**src/rtl/hfp_pkg.sv**
```systemverilog
package hfp_pkg;
  localparam int unsigned HOST_AW = 3;
  localparam int unsigned HOST_DW = 8;
  localparam int unsigned PROG_LW = 16;

  typedef enum logic [HOST_AW-1:0] {
    RA_SEL    = 3'd0,
    RA_STAT   = 3'd1,
    RA_EVENT  = 3'd2,
    RA_IRQEN  = 3'd3,
    RA_LEN_LO = 3'd4,
    RA_LEN_HI = 3'd5,
    RA_DATA   = 3'd6,
    RA_DONE   = 3'd7
  } reg_addr_e;

  localparam int unsigned ST_AVAIL     = 0;
  localparam int unsigned ST_INS_EMPTY = 1;
  localparam int unsigned EV_ARRIVE    = 0;
  localparam int unsigned EV_DROP      = 1;
  localparam int unsigned DN_RELEASE   = 0;
  localparam int unsigned DN_COMMIT    = 1;
endpackage

```
**src/rtl/hfp_byte_ram.sv**
```systemverilog
module hfp_byte_ram #(
  parameter int DEPTH = 32,
  parameter int AW    = $clog2(DEPTH)
) (
  input  logic          clk,
  input  logic          we,
  input  logic [AW-1:0] waddr,
  input  logic [7:0]    wdata,
  input  logic [AW-1:0] raddr,
  output logic [7:0]    rdata
);
  logic [7:0] mem [DEPTH];

  always_ff @(posedge clk) begin
    if (we) mem[waddr] <= wdata;
  end

  assign rdata = mem[raddr];
endmodule

```
**src/rtl/hfp_len_fifo.sv**
```systemverilog
module hfp_len_fifo #(
  parameter int W     = 6,
  parameter int SLOTS = 4
) (
  input  logic         clk,
  input  logic         rst_n,
  input  logic         push,
  input  logic [W-1:0] push_len,
  input  logic         pop,
  output logic [W-1:0] head_len,
  output logic         empty,
  output logic         full
);
  localparam int SAW = (SLOTS > 1) ? $clog2(SLOTS) : 1;
  localparam int CW  = SAW + 1;

  logic [W-1:0]   slot [SLOTS];
  logic [SAW-1:0] wp_q, wp_n, rp_q, rp_n;
  logic [CW-1:0]  cnt_q, cnt_n;

  assign empty    = (cnt_q == '0);
  assign full     = (cnt_q == CW'(SLOTS));
  assign head_len = slot[rp_q];

  function automatic logic [SAW-1:0] bump(input logic [SAW-1:0] p);
    if (p == SAW'(SLOTS - 1)) return '0;
    return p + 1'b1;
  endfunction

  always_comb begin
    wp_n  = push ? bump(wp_q) : wp_q;
    rp_n  = pop ? bump(rp_q) : rp_q;
    cnt_n = cnt_q + CW'(push) - CW'(pop);
  end

  always_ff @(posedge clk) begin
    if (push) slot[wp_q] <= push_len;
  end

  always_ff @(posedge clk or negedge rst_n) begin
    if (!rst_n) begin
      wp_q  <= '0;
      rp_q  <= '0;
      cnt_q <= '0;
    end else begin
      wp_q  <= wp_n;
      rp_q  <= rp_n;
      cnt_q <= cnt_n;
    end
  end

  assert_no_overflow_R10: assert property (@(posedge clk) disable iff (!rst_n)
    push |-> (!full || pop))
    else $error("length queue pushed while full");

  assert_no_underflow_R4: assert property (@(posedge clk) disable iff (!rst_n)
    pop |-> !empty)
    else $error("length queue popped while empty");
endmodule

```
**src/rtl/hfp_extract_q.sv**
```systemverilog
module hfp_extract_q #(
  parameter int DEPTH = 32,
  parameter int SLOTS = 4,
  parameter int AW    = $clog2(DEPTH),
  parameter int LW    = AW + 1
) (
  input  logic          clk,
  input  logic          rst_n,
  input  logic          in_valid,
  input  logic [7:0]    in_data,
  input  logic          in_last,
  output logic          in_ready,
  input  logic          rd_pop,
  output logic [7:0]    rd_data,
  input  logic          rel,
  output logic          avail,
  output logic [LW-1:0] head_len,
  output logic          frame_in
);
  logic [AW-1:0] wptr_q, wptr_n, base_q, base_n;
  logic [LW-1:0] idx_q, idx_n, occ_q, occ_n, cur_q, cur_n;
  logic          lf_empty, lf_full, in_fire, rd_ok, do_rel;
  logic [7:0]    ram_q;

  assign in_ready = (occ_q < LW'(DEPTH)) && !lf_full;
  assign in_fire  = in_valid && in_ready;
  assign frame_in = in_fire && in_last;
  assign avail    = !lf_empty;
  assign rd_ok    = avail && (idx_q < head_len);
  assign rd_data  = rd_ok ? ram_q : 8'h00;
  assign do_rel   = rel && avail;

  hfp_byte_ram #(.DEPTH(DEPTH), .AW(AW)) u_ram (
    .clk   (clk),
    .we    (in_fire),
    .waddr (wptr_q),
    .wdata (in_data),
    .raddr (base_q + idx_q[AW-1:0]),
    .rdata (ram_q)
  );

  hfp_len_fifo #(.W(LW), .SLOTS(SLOTS)) u_lens (
    .clk      (clk),
    .rst_n    (rst_n),
    .push     (frame_in),
    .push_len (cur_q + 1'b1),
    .pop      (do_rel),
    .head_len (head_len),
    .empty    (lf_empty),
    .full     (lf_full)
  );

  always_comb begin
    wptr_n = in_fire ? wptr_q + 1'b1 : wptr_q;
    cur_n  = cur_q;
    if (in_fire) cur_n = in_last ? '0 : cur_q + 1'b1;
    idx_n  = idx_q;
    base_n = base_q;
    if (do_rel) begin
      idx_n  = '0;
      base_n = base_q + head_len[AW-1:0];
    end else if (rd_pop && rd_ok) begin
      idx_n  = idx_q + 1'b1;
    end
    occ_n = occ_q + LW'(in_fire) - (do_rel ? head_len : '0);
  end

  always_ff @(posedge clk or negedge rst_n) begin
    if (!rst_n) begin
      wptr_q <= '0;
      base_q <= '0;
      idx_q  <= '0;
      occ_q  <= '0;
      cur_q  <= '0;
    end else begin
      wptr_q <= wptr_n;
      base_q <= base_n;
      idx_q  <= idx_n;
      occ_q  <= occ_n;
      cur_q  <= cur_n;
    end
  end

  assert_past_len_hold_R3: assert property (@(posedge clk) disable iff (!rst_n)
    (rd_pop && !rd_ok && !rel) |=> $stable(idx_q))
    else $error("read position moved past frame end");

  assert_idx_bound_R2: assert property (@(posedge clk) disable iff (!rst_n)
    avail |-> (idx_q <= head_len))
    else $error("read position beyond head frame");

  assert_occ_bound_R10: assert property (@(posedge clk) disable iff (!rst_n)
    occ_q <= LW'(DEPTH))
    else $error("extract store overfilled");
endmodule

```
**src/rtl/hfp_insert_q.sv**
```systemverilog
module hfp_insert_q #(
  parameter int DEPTH = 32,
  parameter int SLOTS = 4,
  parameter int PLW   = 16,
  parameter int AW    = $clog2(DEPTH),
  parameter int LW    = AW + 1
) (
  input  logic           clk,
  input  logic           rst_n,
  input  logic           wr_push,
  input  logic [7:0]     wr_data,
  input  logic [PLW-1:0] prog_len,
  input  logic           commit_req,
  output logic           drop_evt,
  output logic           empty,
  output logic           out_valid,
  output logic [7:0]     out_data,
  output logic           out_last,
  input  logic           out_ready
);
  logic [AW-1:0] fstart_q, fstart_n, optr_q, optr_n;
  logic [LW-1:0] cnt_q, cnt_n, occ_q, occ_n, oidx_q, oidx_n, head_len;
  logic          lf_empty, lf_full, accept, len_ok, out_fire, pop;

  assign accept   = wr_push && (PLW'(cnt_q) < prog_len) && (occ_q < LW'(DEPTH));
  assign len_ok   = commit_req && (PLW'(cnt_q) == prog_len) && (cnt_q != '0) && !lf_full;
  assign drop_evt = commit_req && !len_ok;
  assign empty    = lf_empty;
  assign out_valid = !lf_empty;
  assign out_last  = (oidx_q + 1'b1 == head_len);
  assign out_fire  = out_valid && out_ready;
  assign pop       = out_fire && out_last;

  hfp_byte_ram #(.DEPTH(DEPTH), .AW(AW)) u_ram (
    .clk   (clk),
    .we    (accept),
    .waddr (fstart_q + cnt_q[AW-1:0]),
    .wdata (wr_data),
    .raddr (optr_q),
    .rdata (out_data)
  );

  hfp_len_fifo #(.W(LW), .SLOTS(SLOTS)) u_lens (
    .clk      (clk),
    .rst_n    (rst_n),
    .push     (len_ok),
    .push_len (cnt_q),
    .pop      (pop),
    .head_len (head_len),
    .empty    (lf_empty),
    .full     (lf_full)
  );

  always_comb begin
    fstart_n = len_ok ? fstart_q + cnt_q[AW-1:0] : fstart_q;
    cnt_n    = commit_req ? '0 : cnt_q + LW'(accept);
    optr_n   = out_fire ? optr_q + 1'b1 : optr_q;
    oidx_n   = oidx_q;
    if (out_fire) oidx_n = out_last ? '0 : oidx_q + 1'b1;
    occ_n    = occ_q + LW'(accept) - LW'(out_fire) - (drop_evt ? cnt_q : '0);
  end

  always_ff @(posedge clk or negedge rst_n) begin
    if (!rst_n) begin
      fstart_q <= '0;
      cnt_q    <= '0;
      optr_q   <= '0;
      oidx_q   <= '0;
      occ_q    <= '0;
    end else begin
      fstart_q <= fstart_n;
      cnt_q    <= cnt_n;
      optr_q   <= optr_n;
      oidx_q   <= oidx_n;
      occ_q    <= occ_n;
    end
  end

  assert_out_hold_R6: assert property (@(posedge clk) disable iff (!rst_n)
    (out_valid && !out_ready) |=> (out_valid && $stable(out_data)))
    else $error("insert byte changed while stalled");

  assert_cnt_within_occ_R7: assert property (@(posedge clk) disable iff (!rst_n)
    (cnt_q <= occ_q) && (occ_q <= LW'(DEPTH)))
    else $error("insert staging count inconsistent");
endmodule

```
**src/rtl/hfp_host_port.sv**
```systemverilog
module hfp_host_port
  import hfp_pkg::*;
#(
  parameter int EXT_DEPTH = 32,
  parameter int EXT_SLOTS = 4,
  parameter int INS_DEPTH = 32,
  parameter int INS_SLOTS = 4
) (
  input  logic       clk,
  input  logic       rst_n,
  input  logic       hwr_en,
  input  logic       hrd_en,
  input  logic [2:0] haddr,
  input  logic [7:0] hwdata,
  output logic [7:0] hrdata,
  output logic       irq,
  input  logic       ext_in_valid,
  input  logic [7:0] ext_in_data,
  input  logic       ext_in_last,
  output logic       ext_in_ready,
  output logic       ins_out_valid,
  output logic [7:0] ins_out_data,
  output logic       ins_out_last,
  input  logic       ins_out_ready
);
  localparam int EXT_AW = $clog2(EXT_DEPTH);
  localparam int EXT_LW = EXT_AW + 1;

  logic [1:0]        rst_sync_q;
  logic              core_rst_n;

  logic              sel_q, sel_n, irqen_q, irqen_n;
  logic [1:0]        event_q, event_n, done_q, done_n;
  logic [PROG_LW-1:0] len_q, len_n;
  logic [7:0]        hrdata_q, hrdata_n, rd_mux;
  logic [PROG_LW-1:0] len_view;

  logic              ext_avail, ext_frame_in, ext_rd_pop, ext_rel;
  logic [EXT_LW-1:0] ext_head_len;
  logic [7:0]        ext_rd_byte;
  logic              ins_push, ins_commit, ins_drop, ins_empty;
  logic              wr_sel, wr_event, wr_irqen, wr_lo, wr_hi, wr_data, wr_done;

  always_ff @(posedge clk or negedge rst_n) begin
    if (!rst_n) rst_sync_q <= 2'b00;
    else        rst_sync_q <= {rst_sync_q[0], 1'b1};
  end
  assign core_rst_n = rst_sync_q[1];

  assign wr_sel   = hwr_en && (haddr == RA_SEL);
  assign wr_event = hwr_en && (haddr == RA_EVENT);
  assign wr_irqen = hwr_en && (haddr == RA_IRQEN);
  assign wr_lo    = hwr_en && (haddr == RA_LEN_LO) && sel_q;
  assign wr_hi    = hwr_en && (haddr == RA_LEN_HI) && sel_q;
  assign wr_data  = hwr_en && (haddr == RA_DATA);
  assign wr_done  = hwr_en && (haddr == RA_DONE);

  assign ext_rd_pop = hrd_en && (haddr == RA_DATA) && !sel_q;
  assign ext_rel    = wr_done && !sel_q && hwdata[DN_RELEASE] && !done_q[DN_RELEASE];
  assign ins_push   = wr_data && sel_q;
  assign ins_commit = wr_done && sel_q && hwdata[DN_COMMIT] && !done_q[DN_COMMIT];

  hfp_extract_q #(.DEPTH(EXT_DEPTH), .SLOTS(EXT_SLOTS)) u_extract (
    .clk      (clk),
    .rst_n    (core_rst_n),
    .in_valid (ext_in_valid),
    .in_data  (ext_in_data),
    .in_last  (ext_in_last),
    .in_ready (ext_in_ready),
    .rd_pop   (ext_rd_pop),
    .rd_data  (ext_rd_byte),
    .rel      (ext_rel),
    .avail    (ext_avail),
    .head_len (ext_head_len),
    .frame_in (ext_frame_in)
  );

  hfp_insert_q #(.DEPTH(INS_DEPTH), .SLOTS(INS_SLOTS), .PLW(PROG_LW)) u_insert (
    .clk        (clk),
    .rst_n      (core_rst_n),
    .wr_push    (ins_push),
    .wr_data    (hwdata),
    .prog_len   (len_q),
    .commit_req (ins_commit),
    .drop_evt   (ins_drop),
    .empty      (ins_empty),
    .out_valid  (ins_out_valid),
    .out_data   (ins_out_data),
    .out_last   (ins_out_last),
    .out_ready  (ins_out_ready)
  );

  assign len_view = sel_q ? len_q : (ext_avail ? PROG_LW'(ext_head_len) : '0);

  always_comb begin
    unique case (reg_addr_e'(haddr))
      RA_SEL:    rd_mux = {7'd0, sel_q};
      RA_STAT:   rd_mux = {6'd0, ins_empty, ext_avail};
      RA_EVENT:  rd_mux = {6'd0, event_q};
      RA_IRQEN:  rd_mux = {7'd0, irqen_q};
      RA_LEN_LO: rd_mux = len_view[7:0];
      RA_LEN_HI: rd_mux = len_view[15:8];
      RA_DATA:   rd_mux = sel_q ? 8'h00 : ext_rd_byte;
      RA_DONE:   rd_mux = {6'd0, done_q};
      default:   rd_mux = 8'h00;
    endcase
  end

  always_comb begin
    sel_n    = wr_sel   ? hwdata[0] : sel_q;
    irqen_n  = wr_irqen ? hwdata[0] : irqen_q;
    done_n   = wr_done  ? hwdata[1:0] : done_q;
    len_n    = len_q;
    if (wr_lo) len_n[7:0]  = hwdata;
    if (wr_hi) len_n[15:8] = hwdata;
    event_n[EV_ARRIVE] = ext_frame_in ||
                         (event_q[EV_ARRIVE] && !(wr_event && hwdata[EV_ARRIVE]));
    event_n[EV_DROP]   = ins_drop ||
                         (event_q[EV_DROP] && !(wr_event && hwdata[EV_DROP]));
    hrdata_n = hrd_en ? rd_mux : hrdata_q;
  end

  always_ff @(posedge clk or negedge core_rst_n) begin
    if (!core_rst_n) begin
      sel_q    <= 1'b0;
      irqen_q  <= 1'b0;
      done_q   <= 2'b00;
      len_q    <= '0;
      event_q  <= 2'b00;
      hrdata_q <= 8'h00;
    end else begin
      sel_q    <= sel_n;
      irqen_q  <= irqen_n;
      done_q   <= done_n;
      len_q    <= len_n;
      event_q  <= event_n;
      hrdata_q <= hrdata_n;
    end
  end

  assign hrdata = hrdata_q;
  assign irq    = event_q[EV_ARRIVE] && irqen_q;

  assert_event_clear_R9: assert property (@(posedge clk) disable iff (!core_rst_n)
    (wr_event && hwdata[EV_ARRIVE] && !ext_frame_in) |=> !irq)
    else $error("arrival event survived its clear");

  assert_sel_gate_R5: assert property (@(posedge clk) disable iff (!core_rst_n)
    (hrd_en && haddr == RA_DATA && sel_q) |=> (hrdata == 8'h00))
    else $error("extract data leaked with insert selected");
endmodule

```
**config.mk**
```make
export PLATFORM = sky130hd
export DESIGN_NAME = hfp_host_port
export DESIGN_NICKNAME = d
export VERILOG_FILES = /design/src/rtl/hfp_pkg.sv /design/src/rtl/hfp_byte_ram.sv /design/src/rtl/hfp_len_fifo.sv /design/src/rtl/hfp_extract_q.sv /design/src/rtl/hfp_insert_q.sv /design/src/rtl/hfp_host_port.sv
export SDC_FILE = /design/constraint.sdc
export NUM_CORES = 1
export LEC_CHECK = 0
export ABC_AREA = 1
export BUFFER_PORTS_ARGS = -buffer_cell sky130_fd_sc_hd__buf_2
export CAP_MARGIN = 10
export CORE_AREA = 8 8 297 299
export DETAILED_ROUTE_END_ITERATION = 10
export DIE_AREA = 0 0 305 307
export PLACE_DENSITY_LB_ADDON = 0.3
export SLEW_MARGIN = 20
export SYNTH_ARGS = -nofsm -noshare
export SYNTH_HDL_FRONTEND = slang
export SYNTH_SLANG_ARGS = --single-unit
```
**constraint.sdc**
```tcl
create_clock -name clk -period 3.6 [get_ports clk]
set_clock_uncertainty 0.1 [all_clocks]
set_input_delay 0.36 -clock clk [delete_from_list [all_inputs] [get_ports clk]]
set_output_delay 0.36 -clock clk [all_outputs]
set_load 0.02 [all_outputs]
```
==> results of run 1 <==
==> power breakdown <==
| group | leakage [nW] | total [mW] | switching, mW | internal, mW |
|---|---|---|---|---|
| sequential | 6.32 | 9.38 | 0.491 | 8.89 |
| clock | 1.19 | 7.49 | 3.14 | 4.35 |
| combinational | 5.27 | 11.7 | 8.07 | 3.62 |
==> layer usage <==
| metal | part of all wire (%) | up-vias |
|---|---|---|
| li1 | - | 9247 |
| met1 | 45 | 9389 |
| met2 | 45 | 564 |
| met3 | 6.3 | 119 |
| met4 | 2.9 | 0 |
| met5 | 0 | - |
==> flip-flops by register name (all words and copies together), names as in the netlist, 3 cells and up <==
signal                  flops
hrdata                      8
len_q                      16
u_extract.base_q            5
u_extract.cur_q             6
u_extract.idx_q             6
u_extract.occ_q             6
u_extract.u_lens.cnt_q      3
u_extract.u_lens.slot      24
u_extract.u_ram.mem       256
u_extract.wptr_q            5
u_insert.cnt_q              6
u_insert.fstart_q           5
u_insert.occ_q              6
u_insert.oidx_q             6
u_insert.optr_q             5
u_insert.u_lens.cnt_q       3
u_insert.u_lens.slot       24
u_insert.u_ram.mem        256
==> layout make-up <==
class,count,area (sq um),share of cell area (%)
multi-input cells,1693,8410,25.3
clock inverters,46,497,1.49
flip-flops and latches,662,19400,58.3
inverters,156,589,1.77
well taps,1080,1350,4.07
repair buffers,145,1050,3.16
clock buffers,91,1960,5.89
==> layout by cell type (no fill, tap or decap), drive strengths merged, types with 13 or more instances in the layout <==
cell type	count
inv	153
nand2	676
a21oi	28
nand3	282
buf	141
o21ai	185
xor2	27
o211ai	33
nor2	277
edfxtp	560
nand4	20
clkinv	40
xnor2	17
nor3	13
clkbuf	91
dfrtp	102
o22ai	36
ha	67
==> stage by stage <==
step	util, %	hold WS [ps]	setup slack (ps)
after global routing	40.0	13.8	12.0
after floorplan	-	-35.6	113
final	40.0	30.0	191
after CTS	40.0	23.0	120
after global placement	37.0	46.9	88.1
after detailed placement	37.0	48.3	102
==> worst max-delay path: stages, from the launching register on <==
cell     delay (ps)
dfrtp_1         390
ha_1            310
nand2_1          70
o21ai_1         130
nand2_1          70
nand2_1          80
a31oi_2         100
fa_1            430
fa_1            450
ha_2            210
fa_1            380
nand2_1          80
nand2_1          50
a21oi_1         150
xnor2_1         150
xnor2_1         140
inv_1            60
==> Yosys cell counts, types with 3 or more instances <==
master / number
nand2_1: 672
edfxtp_1: 560
nand3_1: 281
nor2_1: 273
o21ai_0: 159
inv_1: 142
dfrtp_1: 102
ha_1: 67
buf_2: 60
clkbuf_1: 43
o22ai_1: 36
o211ai_1: 33
a21oi_1: 27
xor2_1: 26
o21ai_1: 22
nand4_1: 19
xnor2_1: 17
inv_2: 10
nor3_1: 10
fa_1: 9
buf_1: 7
and2_1: 5
o21ai_2: 4
buf_4: 3
buf_6: 3
clkinv_1: 3
nand3b_1: 3
nor2_2: 3
or2_2: 3
==> final timing paths <==
check | start | endpoint | slack [ps] | cells after the start
max | u_insert.cnt_q[3]$_DFF_PN0_ | u_insert.occ_q[5]$_DFF_PN0_ | 190 | 16
max reg2reg | u_insert.cnt_q[3]$_DFF_PN0_ | u_insert.occ_q[5]$_DFF_PN0_ | 190 | 16
max in group asynchronous | rst_sync_q[1]$_DFF_PN0_ | len_q[1]$_DFFE_PN0P_ | 2090 | 1
min in group clk | hwdata[0] | u_insert.u_ram.mem[5][0]$_DFFE_PP_ | 40 | 1
min reg2reg | rst_sync_q[0]$_DFF_PN0_ | rst_sync_q[1]$_DFF_PN0_ | 260 | 0
min | rst_n | rst_sync_q[1]$_DFF_PN0_ | 30 | 2
==> cell families (layout without fill, tap and decap cells) <==
logic type      after synthesis  after routing  share of synthesized area, %
simple gates               1281           1281                          18.5
flops                       662            662                          67.0
compound gates              291            291                          5.64
buf+inv                     272            438                          3.91
fa+ha+maj                    76             76                          3.53
xor+xnor                     44             44                          1.36
other cells                   1              1                        0.0130
==> repair_timing <==
item                                   4_1_cts  5_1_grt
hold buffers                                 4        0
setup endpoints to repair                    0        1
buffers inserted                             0        0
gates resized for setup                      0        3
endpoints found under the hold margin       15        0
==> metrics.md, run 1 <==
| Metric | Value |
|---|---|
| Routed WL per cell | around 18 um |
| Clock-pin slew on the worst setup and hold paths | about 60 ps |
| Wire length of the first global-routing pass | 112000 um |
| Port bufs | 45 |
| PwrDens | 860 nW/um^2 |
| Critical Path Fanout Max | 2 |
| H-tree Lvls | 3 |
| Synth area leaders | edfxtp_1 58%, dfrtp_1 8.8%, nand2_1 8.7%, nand3_1 4.9%, nor2_1 3.5% |
| Fin crit period | 3410 ps |
| CTS Buffer Depth | 3 |
| Post-synthesis cell type count | slightly below 50 |
| Crit Path Class | flip-flop to flip-flop |
| Top cell type's share of synthesized area | 58.2% |
| Vias in the first global route | slightly below 20000 |
| All-Layer GR Usage | around 15% |
| Max Cap Viol | 0 |
| GR peak layer | met2 |
| Avg Cell Area, Syn | 11.0 sq um |
| ANT nets after route | 0 |
| Final GP Congestion | around 0.86 |
| Area Overhead vs Synth | 15.0% |
| GRT overflow | 0 |
| Relative max-transition margin | around 41% |
| Post-Synthesis Cells | around 2600 |
| RSZ-0062 raised after global routing | false |
| Routed vias/inst | roughly 5.0 |
| CTS tree | yes |
| Worst-margin pin slew | between 800 and 900 ps |
| GR Layer Usage met2 | approximately a quarter |
| CORE AREA | 83200 sq um |
| Clock sink count | ~660 |
| # rows | between 100 and 150 |
| Root buffer cell | clkbuf_16 |
| Starting density of the core | 34.7% |
| Yosys top cell by area | edfxtp_1 |
| Die W | approximately 310 um |
| Drt pass-1 iters | 6 |
| Outcome | complete, no violations |
| Final Hold Fails | 0 |
| Placed cell area | between 30000 and 40000 sq um |
| Final net count | ~2800 |
| Largest net degree at the start of global routing | about 130 |
| Ant diodes | 0 |
| Post-Syn Area | a little under 30000 sq um |
| Post-synth net total | about 2700 |
| Die ar. | around 94000 sq um |
| Vias | approximately 19000 |
| Hpwl dp | 45300 um |
| Crit share post-route | between 90% and 100% |
| Finish-stage setup viols | 0 |
| DRC viols | 0 |
| Max-slew violation count | 0 |
| Lkg Pwr | 12.8 nW |
| FFs w/ async S/R, synth | roughly 15% |
| Fraction of layout cells with a size suffix above 1 | a little over a tenth |
| Final TNS setup | 0 ps |
| GRT met3 Usage | 3.14% |
| Top_reg_cell synth | edfxtp_1 |
| FMAX | roughly 290 MHz |
| Met1 Usage GRT | slightly above 20% |
| Routed Wire Length | 71500 um |
| Fin cells | between 3000 and 4000 |
| Worst EP required | 4010 ps |
| Critical Path Source Type | flip-flop |
| Seq/Total Area, Yosys | roughly 67% |
| Critical Path AT | 3820 ps |
| Yosys reg bits | ~660 |
| Fill cells | about 7800 |
| Max VDD drop | around 0.76 mV |
| Drt first-iter violations | 1433 |
| Initial antenna violation count | 1 |
| Number of synthesis warnings | 0 |
| Worst skew pair latency | 630 ps |
| Total CTS buffers | 74 |
| Chip Height | about 310 um |
| Post-synth EDFFs | 560 |
| Hold Path Class | input pin to asynchronous set/reset pin |
| Ports | 46 |
| Placed insts | 3732 |
| Post-route cell area | 33200 sq um |
| CP endpoint kind | flip-flop |
| Power, Total | 28.6 mW |
No activity file was read; power rests on OpenSTA's default activity.
==> inputs of run 2 (changes only) <==
==> constraint.sdc (replaced) <==
create_clock -name clk -period 3.6 [get_ports clk]
set_clock_uncertainty 0.1 [all_clocks]
set_input_delay 0.54 -clock clk [delete_from_list [all_inputs] [get_ports clk]]
set_output_delay 0.54 -clock clk [all_outputs]
set_load 0.02 [all_outputs]
==> metrics.md, run 2 (synthesis results as in run 1) <==
| Metric | Value |
|---|---|
| Leading cell type in the layout, fill and taps excluded | nand2_1 |
| FMAX | 291 MHz (-0.85%) |
| Max-slew violation count | 0 (unchanged) |
| Die ar. | 93600 sq um (unchanged) |
| RSZ-0062 raised after global routing | true |
| Drt pass-1 iters | 6 (unchanged) |
| Worst-margin pin slew | 925 ps (+47.8 ps) |
| Starting density of the core | 34.7% (unchanged) |
| Critical Path Source Type | flip-flop |
| Final Hold Fails | 0 (unchanged) |
| Fraction of layout cells with a size suffix above 1 | 10.8% (+0.25 points) |
| Root buffer cell | clkbuf_16 |
| Routed metal-1 wire length | 32700 um (+0.46%) |
| Final net count | 2835 (+0.035%) |
| Crit Path Class | flip-flop to output port |
| Clock-pin slew on the worst setup and hold paths | 60 ps (about the same) |
| Max VDD drop | 0.763 mV (+1.0%) |
| Critical Path Fanout Max | 77 (+75) |
| All-Layer GR Usage | 15.0% (-0.073 points) |
| Lkg Pwr | 12.8 nW (+0.12%) |
| Worst r2r src | len_q[5]$_DFFE_PN0P_ |
| Post-route cell area | 33300 sq um (+0.17%) |
| PnR worst setup slack | 162 ps (-29.1 ps) |
| DP Worst Slack | -58.3 ps (-160 ps) |
| Met2 wire length | 32400 um (about the same) |
| Commonest non-fill, non-tap cells in the layout | 672 x nand2_1, 560 x edfxtp_1, 281 x nand3_1, 271 x nor2_1, 158 x o21ai_0 |
| Max Cap Viol | 0 (unchanged) |
| GRT overflow | 0 (unchanged) |
| Hold_sp | ext_in_last |
| Crit share post-route | 95.5% (+0.81 points) |
| # rows | 106 (unchanged) |
| CORE AREA | 83200 sq um (unchanged) |
| Largest net degree at the start of global routing | 99 (-24%) |
| Die W | 305 um (unchanged) |
| ANT nets after route | 0 (unchanged) |
| Clock sink count | 662 (unchanged) |
| Crit path from | u_insert.optr_q[0]$_DFFE_PN0P_ |
| Vias | 19300 (-0.19%) |
| Fill cells | 7908 (+0.93%) |
| Initial antenna violation count | 1 (unchanged) |
| Routed WL per cell | 18.4 um (-0.46%) |
| H-tree Lvls | 3 (unchanged) |
| Outcome | complete, no violations |
| PwrDens | 861 nW/um^2 (+0.19%) |
| Multi-input logic area | 8420 sq um (+0.13%) |
| CTS Buffer Depth | 3 (unchanged) |
| Hpwl dp | 45600 um (+0.71%) |
| Worst skew pair latency | 620 ps (about the same) |
| Fin crit period | 3440 ps (+29.1 ps) |
| Chip Height | 307 um (unchanged) |
| Ant diodes | 0 (unchanged) |
| Finish-stage setup viols | 0 (unchanged) |
| Wire length of the first global-routing pass | 111000 um (-0.38%) |
| Relative max-transition margin | 38.1% (-3.2 points) |
| Top Layer Used | met5 |
| Top flop regs | u_extract.u_ram.mem x256, u_insert.u_ram.mem x256 |
| Drt first-iter violations | 1644 (+15%) |
| Placed cell area | 30800 sq um (+0.24%) |
| CTS tree | yes |
| FF+latch area | 19400 sq um (about the same) |
| Worst EP required | 2960 ps (-1050 ps) |
| DRC viols | 0 (unchanged) |
| Total CTS buffers | 74 (unchanged) |
| Ports | 46 (unchanged) |
| Port bufs | 45 (unchanged) |
| Critical Path AT | 2800 ps (-1020 ps) |
| Met3 routed WL | 4490 um (+0.11%) |
| Area Overhead vs Synth | 15.2% |
| CP endpoint kind | output port |
| Vias in the first global route | 19300 (-0.047%) |
| Power, Total | 28.7 mW (+0.36%) |
| Routed Wire Length | 71100 um (-0.46%) |
| Final GP Congestion | 0.837 (-2.6%) |
| Routed vias/inst | 4.98 (-0.19%) |
| Hold Path Class | input pin to flip-flop |
-- run 2: cell type report --
class                   instances  area share (%)
well taps                    1080            4.06
clock buffers                  88            5.72
inverters                     156            1.77
flip-flops and latches        662            58.2
clock inverters                48            1.62
multi-input cells            1693            25.3
repair buffers                146            3.30
-- run 2: worst max-delay path: stages, from the launching register on --
cell	delay, ps
dfrtp_4	560
clkinv_2	150
buf_12	220
o21ai_0	270
o211ai_1	130
nand3_1	170
nand3_1	140
o21ai_1	240
inv_1	70
buf_2	160
-- run 2: path summary, 6_finish.rpt --
path / slack (ps) / to / depth (start not counted)
hold reg to reg: 260 / rst_sync_q[1]$_DFF_PN0_ / 0
setup reg to reg: 210 / u_insert.occ_q[5]$_DFF_PN0_ / 18
hold / removal: 150 / u_extract.cur_q[2]$_DFFE_PN0P_ / 4
min in group asynchronous: 180 / rst_sync_q[0]$_DFF_PN0_ / 2
setup / recovery: 160 / ins_out_data[3] / 9
max in group asynchronous: 2260 / len_q[7]$_DFFE_PN0P_ / 1
-- run 2: routing by layer --
layer  vias up  track usage, %
met3       102            2.72
met1      9348            20.7
met5         -               0
met4         2            4.48
li1       9263               -
met2       567            23.9
-- run 2: where the power goes --
part	total, mW	internal, mW	switching [mW]	leakage (nW)
registers	9.40	8.89	0.510	6.32
clock network	7.55	4.42	3.13	1.18
logic	11.7	3.66	8.06	5.30
total	28.7	17.0	11.7	12.8
-- run 2: stage by stage --
stage | utilization, % | hold slack, ps | TNS, ps | std cells
3_5_place_dp | 37.0 | 230 | -58.3 | 3735
2_1_floorplan | - | 144 | 0 | 2627
5_1_grt | 40.0 | 155 | -28.0 | 3873
6_report | 40.0 | 152 | 0 | 3873
3_3_place_gp | 37.0 | 228 | -80.8 | 3735
4_1_cts | 40.0 | 113 | 0 | 3872
-- run 2: timing repair --
item,4_1_cts,5_1_grt
hold endpoints to repair,2,0
buffers inserted,0,1
hold buffers,1,0
endpoints found under the setup margin,0,4
gates resized for setup,0,8
==> inputs of run 3 (changes only) <==
Settings changed: ABC_AREA 1 to not set, CORE_AREA 8 8 297 299 to 8 8 291 293, DIE_AREA 0 0 305 307 to 0 0 299 301.
==> metrics.md, run 3 <==
| Metric | Value |
|---|---|
| Critical Path Source Type | flip-flop |
| Post-Synthesis Cells | 1542 (-41%) |
| Clock-pin slew on the worst setup and hold paths | 60 ps (about the same) |
| FFs w/ async S/R, synth | 15.4% (unchanged) |
| Crit share post-route | 98.5% (+3.0 points) |
| CP endpoint kind | flip-flop |
| Max Cap Viol | 0 (unchanged) |
| Ports | 46 (unchanged) |
| CORE AREA | 79900 sq um (-3.9%) |
| Initial antenna violation count | 1 (unchanged) |
| Starting density of the core | 34.8% (+0.065 points) |
| Synth Area in Adders | 3.66% (+0.14 points) |
| Fin util | 40.9% (+0.85 points) |
| CTS Buffer Depth | 3 (unchanged) |
| Top_reg_cell synth | edfxtp_1 |
| P_int | 15.9 mW (-6.5%) |
| Relative max-transition margin | 33.7% (-4.4 points) |
| Setup slack, reg-to-reg | 60 ps (-150 ps) |
| Multi-input logic area | 8090 sq um (-3.9%) |
| Synth Area in XOR/XNOR | 1.86% (+0.50 points) |
| Final Hold Fails | 0 (unchanged) |
| Routed vias/inst | 5.06 (+1.6%) |
| Commonest non-fill, non-tap cells in the layout | 560 x edfxtp_1, 152 x mux4_2, 115 x buf_4, 96 x dfrtp_1, 79 x nand2_1 |
| Post-Syn Area | 27800 sq um (-3.7%) |
| Logic pwr share | 29.1% (-12 points) |
| Worst-margin pin slew | 989 ps (+64.4 ps) |
| Slowest cell delay on critical path | 420 ps (-140 ps) |
| Placed insts | 2692 (-28%) |
| Yosys top cell by area | edfxtp_1 |
| Final net count | 1821 (-36%) |
| Crit Path Class | flip-flop to flip-flop |
| Kind of cell adding the most delay to the critical path | adder cells |
| Vias | 14300 (-26%) |
| Avg Cell Area, Syn | 18.0 sq um (+64%) |
| H-tree Lvls | 3 (unchanged) |
| All-Layer GR Usage | 13.9% (-1.1 points) |
| Hold Path Class | input pin to asynchronous set/reset pin |
| Finish-stage setup viols | 0 (unchanged) |
| Sw Share | 30.2% (-11 points) |
| # rows | 104 (-1.9%) |
| Post-synth net total | 1644 (-40%) |
| Synth area leaders | edfxtp_1 60%, mux4_2 12%, dfrtp_1 9.2%, ha_1 3.0%, xnor2_1 1.3% |
| Outcome | complete, no violations |
| Final TNS setup | 0 ps (unchanged) |
| Worst skew pair latency | 600 ps (-20 ps) |
| Top flop regs | u_extract.u_ram.mem x256, u_insert.u_ram.mem x256 |
| Routed Wire Length | 62600 um (-12%) |
| Complex-gate fraction of the synthesized area | 3.18% (-2.5 points) |
| Fin crit period | 3540 ps (+107 ps) |
| Worst EP required | 4020 ps (+1060 ps) |
| DRC viols | 0 (unchanged) |
| CP max-delay cell | a2111oi_4 |
| Placed cell area | 30100 sq um (-2.3%) |
| Drt first-iter violations | 1132 (-31%) |
| Drt pass-1 iters | 5 (-1) |
| PwrDens | 696 nW/um^2 (-19%) |
| Wire length of the first global-routing pass | 95900 um (-14%) |
| FF+latch area | 19400 sq um (about the same) |
| Port bufs | 45 (unchanged) |
| Seq/Total Area, Yosys | 69.6% (+2.6 points) |
| CTS tree | yes |
| ANT nets after route | 0 (unchanged) |
| Area Overhead vs Synth | 17.4% |
| Root buffer cell | clkbuf_16 |
| GRT overflow | 0 (unchanged) |
| Final GP Congestion | 0.776 (-7.3%) |
| Count leader, synth | edfxtp_1 |
| Critical Path Fanout Max | 3 (-96%) |
| Number of synthesis warnings | 0 (unchanged) |
| Largest net degree at the start of global routing | 57 (-42%) |
| Buf+Inv Stages, Crit Path | 1 (-3) |
| Mux contribution to synthesized area | 14.5% (+15 points) |
| Post-synthesis cell type count | 63 (+29%) |
| Max VDD drop | 0.497 mV (-35%) |
| Chip Height | 301 um (-2.0%) |
| Die ar. | 90000 sq um (-3.9%) |
| Max-slew violation count | 0 (unchanged) |
| Lkg Pwr | 11.4 nW (-11%) |
| Clock power frac | 30.7% (+4.4 points) |
| Hpwl dp | 39600 um (-13%) |
| Post-synth EDFFs | 560 (unchanged) |
| Net Sw Power | 6.86 mW (-41%) |
| Total CTS buffers | 71 (-4.1%) |
| Routed WL per cell | 22.1 um (+20%) |
| Top cell type's share of synthesized area | 60.5% (+2.3 points) |
| Fin cells | 2836 (-27%) |
| Leading cell type in the layout, fill and taps excluded | edfxtp_1 |
| Post-route cell area | 32700 sq um (-1.9%) |
| Fraction of layout cells with a size suffix above 1 | 27.7% (+17 points) |
| Cells along the critical path | buf_6, ha_4, and4_1, nand3_2, a2111oi_4, nor2b_4, nand2_2, fa_2, fa_1, ha_2, fa_2, a21o_1, a21oi_2, xnor2_1, xnor2_1 |
| Yosys reg bits | 662 (unchanged) |
| Most frequent cells after synthesis | 560 x edfxtp_1, 152 x mux4_2, 102 x dfrtp_1 |
| Die W | 299 um (-2.0%) |
| Largest family of logic cells by synthesized area | multiplexers |
| Synth Area in Simple Gates | 5.19% (-13 points) |
| Critical Path AT | 3960 ps (+1160 ps) |
| Fin Hold WS | 155 ps (+2.55 ps) |
| RSZ-0062 raised after global routing | true |
| Clock sink count | 662 (unchanged) |
| Sequential share of power | 40.2% (+7.4 points) |
| FMAX | 282 MHz (-3.0%) |
| Vias in the first global route | 15400 (-21%) |
| Fill cells | 7147 (-9.6%) |
==> run 3: cell count changes after synthesis, moves of 35 or more <==
cell     before  now
buf_2        60   19
inv_1       142   51
mux4_2        0  152
nand2_1     672   80
nand3_1     281   24
nor2_1      273   64
o21ai_0     159   35
o22ai_1      36    1
==> run 3: cells by family after synthesis <==
family / count (synthesis)
other: 1
muxes: 204
adders and majority gates: 76
DFF: 662
xor gates and xnor gates: 56
and+or+nand+nor: 295
buffers and inverters: 125
AOI/OAI and AO/OA: 123
==> run 3: timing repair <==
item	CTS	global route
endpoints found under the setup margin	11	8
gates resized for setup	14	19
hold buffers	1	0
pin swaps	2	10
gates cloned	3	1
endpoints found under the hold margin	2	0
buffers inserted	7	2
==> run 3: area by class of cell <==
cell class | count | share of cell area, %
Multi-Input combinational cell | 755 | 24.8
Timing Repair Buffer | 177 | 4.42
Inverter | 52 | 0.598
Antenna cell | 1 | 0.00766
Sequential cell | 662 | 59.4
Clock buffer | 95 | 5.97
Clock inverter | 34 | 0.797
Tap cell | 1060 | 4.06
==> run 3: path summary, 6_finish.rpt <==
kind | start | end | cells after the start
worst max-delay path | u_insert.cnt_q[2]$_DFF_PN0_ | u_insert.occ_q[5]$_DFF_PN0_ | 15
min in group clk | ext_in_last | u_extract.cur_q[3]$_DFFE_PN0P_ | 2
max in group asynchronous | rst_sync_q[1]$_DFF_PN0_ | u_extract.u_lens.rp_q[0]$_DFFE_PN0P_ | 1
worst min register to register | rst_sync_q[0]$_DFF_PN0_ | rst_sync_q[1]$_DFF_PN0_ | 0
worst max register to register | u_insert.cnt_q[2]$_DFF_PN0_ | u_insert.occ_q[5]$_DFF_PN0_ | 15
worst min-delay path | rst_n | rst_sync_q[1]$_DFF_PN0_ | 2
==> run 3: per-stage QoR <==
| step | setup slack (ps) | power, mW |
|---|---|---|
| 2_1_floorplan | -23.1 | 13.7 |
| 3_3_place_gp | 8.41 | 15.8 |
| 3_5_place_dp | -72.7 | 15.9 |
| 4_1_cts | -50.2 | 23.0 |
| 5_1_grt | -91.5 | 23.8 |
| 6_report | 55.2 | 22.7 |
==> run 3: layer usage <==
metal / track usage [%] / wire length, um
met3: 2.62 / 2580
met4: 3.71 / 1250
met5: 0 / 0
met2: 23.4 / 31100
met1: 18.3 / 27700
==> run 3: power groups by stage <==
stage	registers (mW)	clock network [mW]	logic (mW)
5_1_grt	9.18	7.43	7.15
4_1_cts	9.13	7.16	6.68
3_5_place_dp	9.28	0	6.63
3_3_place_gp	9.25	0	6.54
2_1_floorplan	9.19	0	4.51
6_report	9.13	6.98	6.61
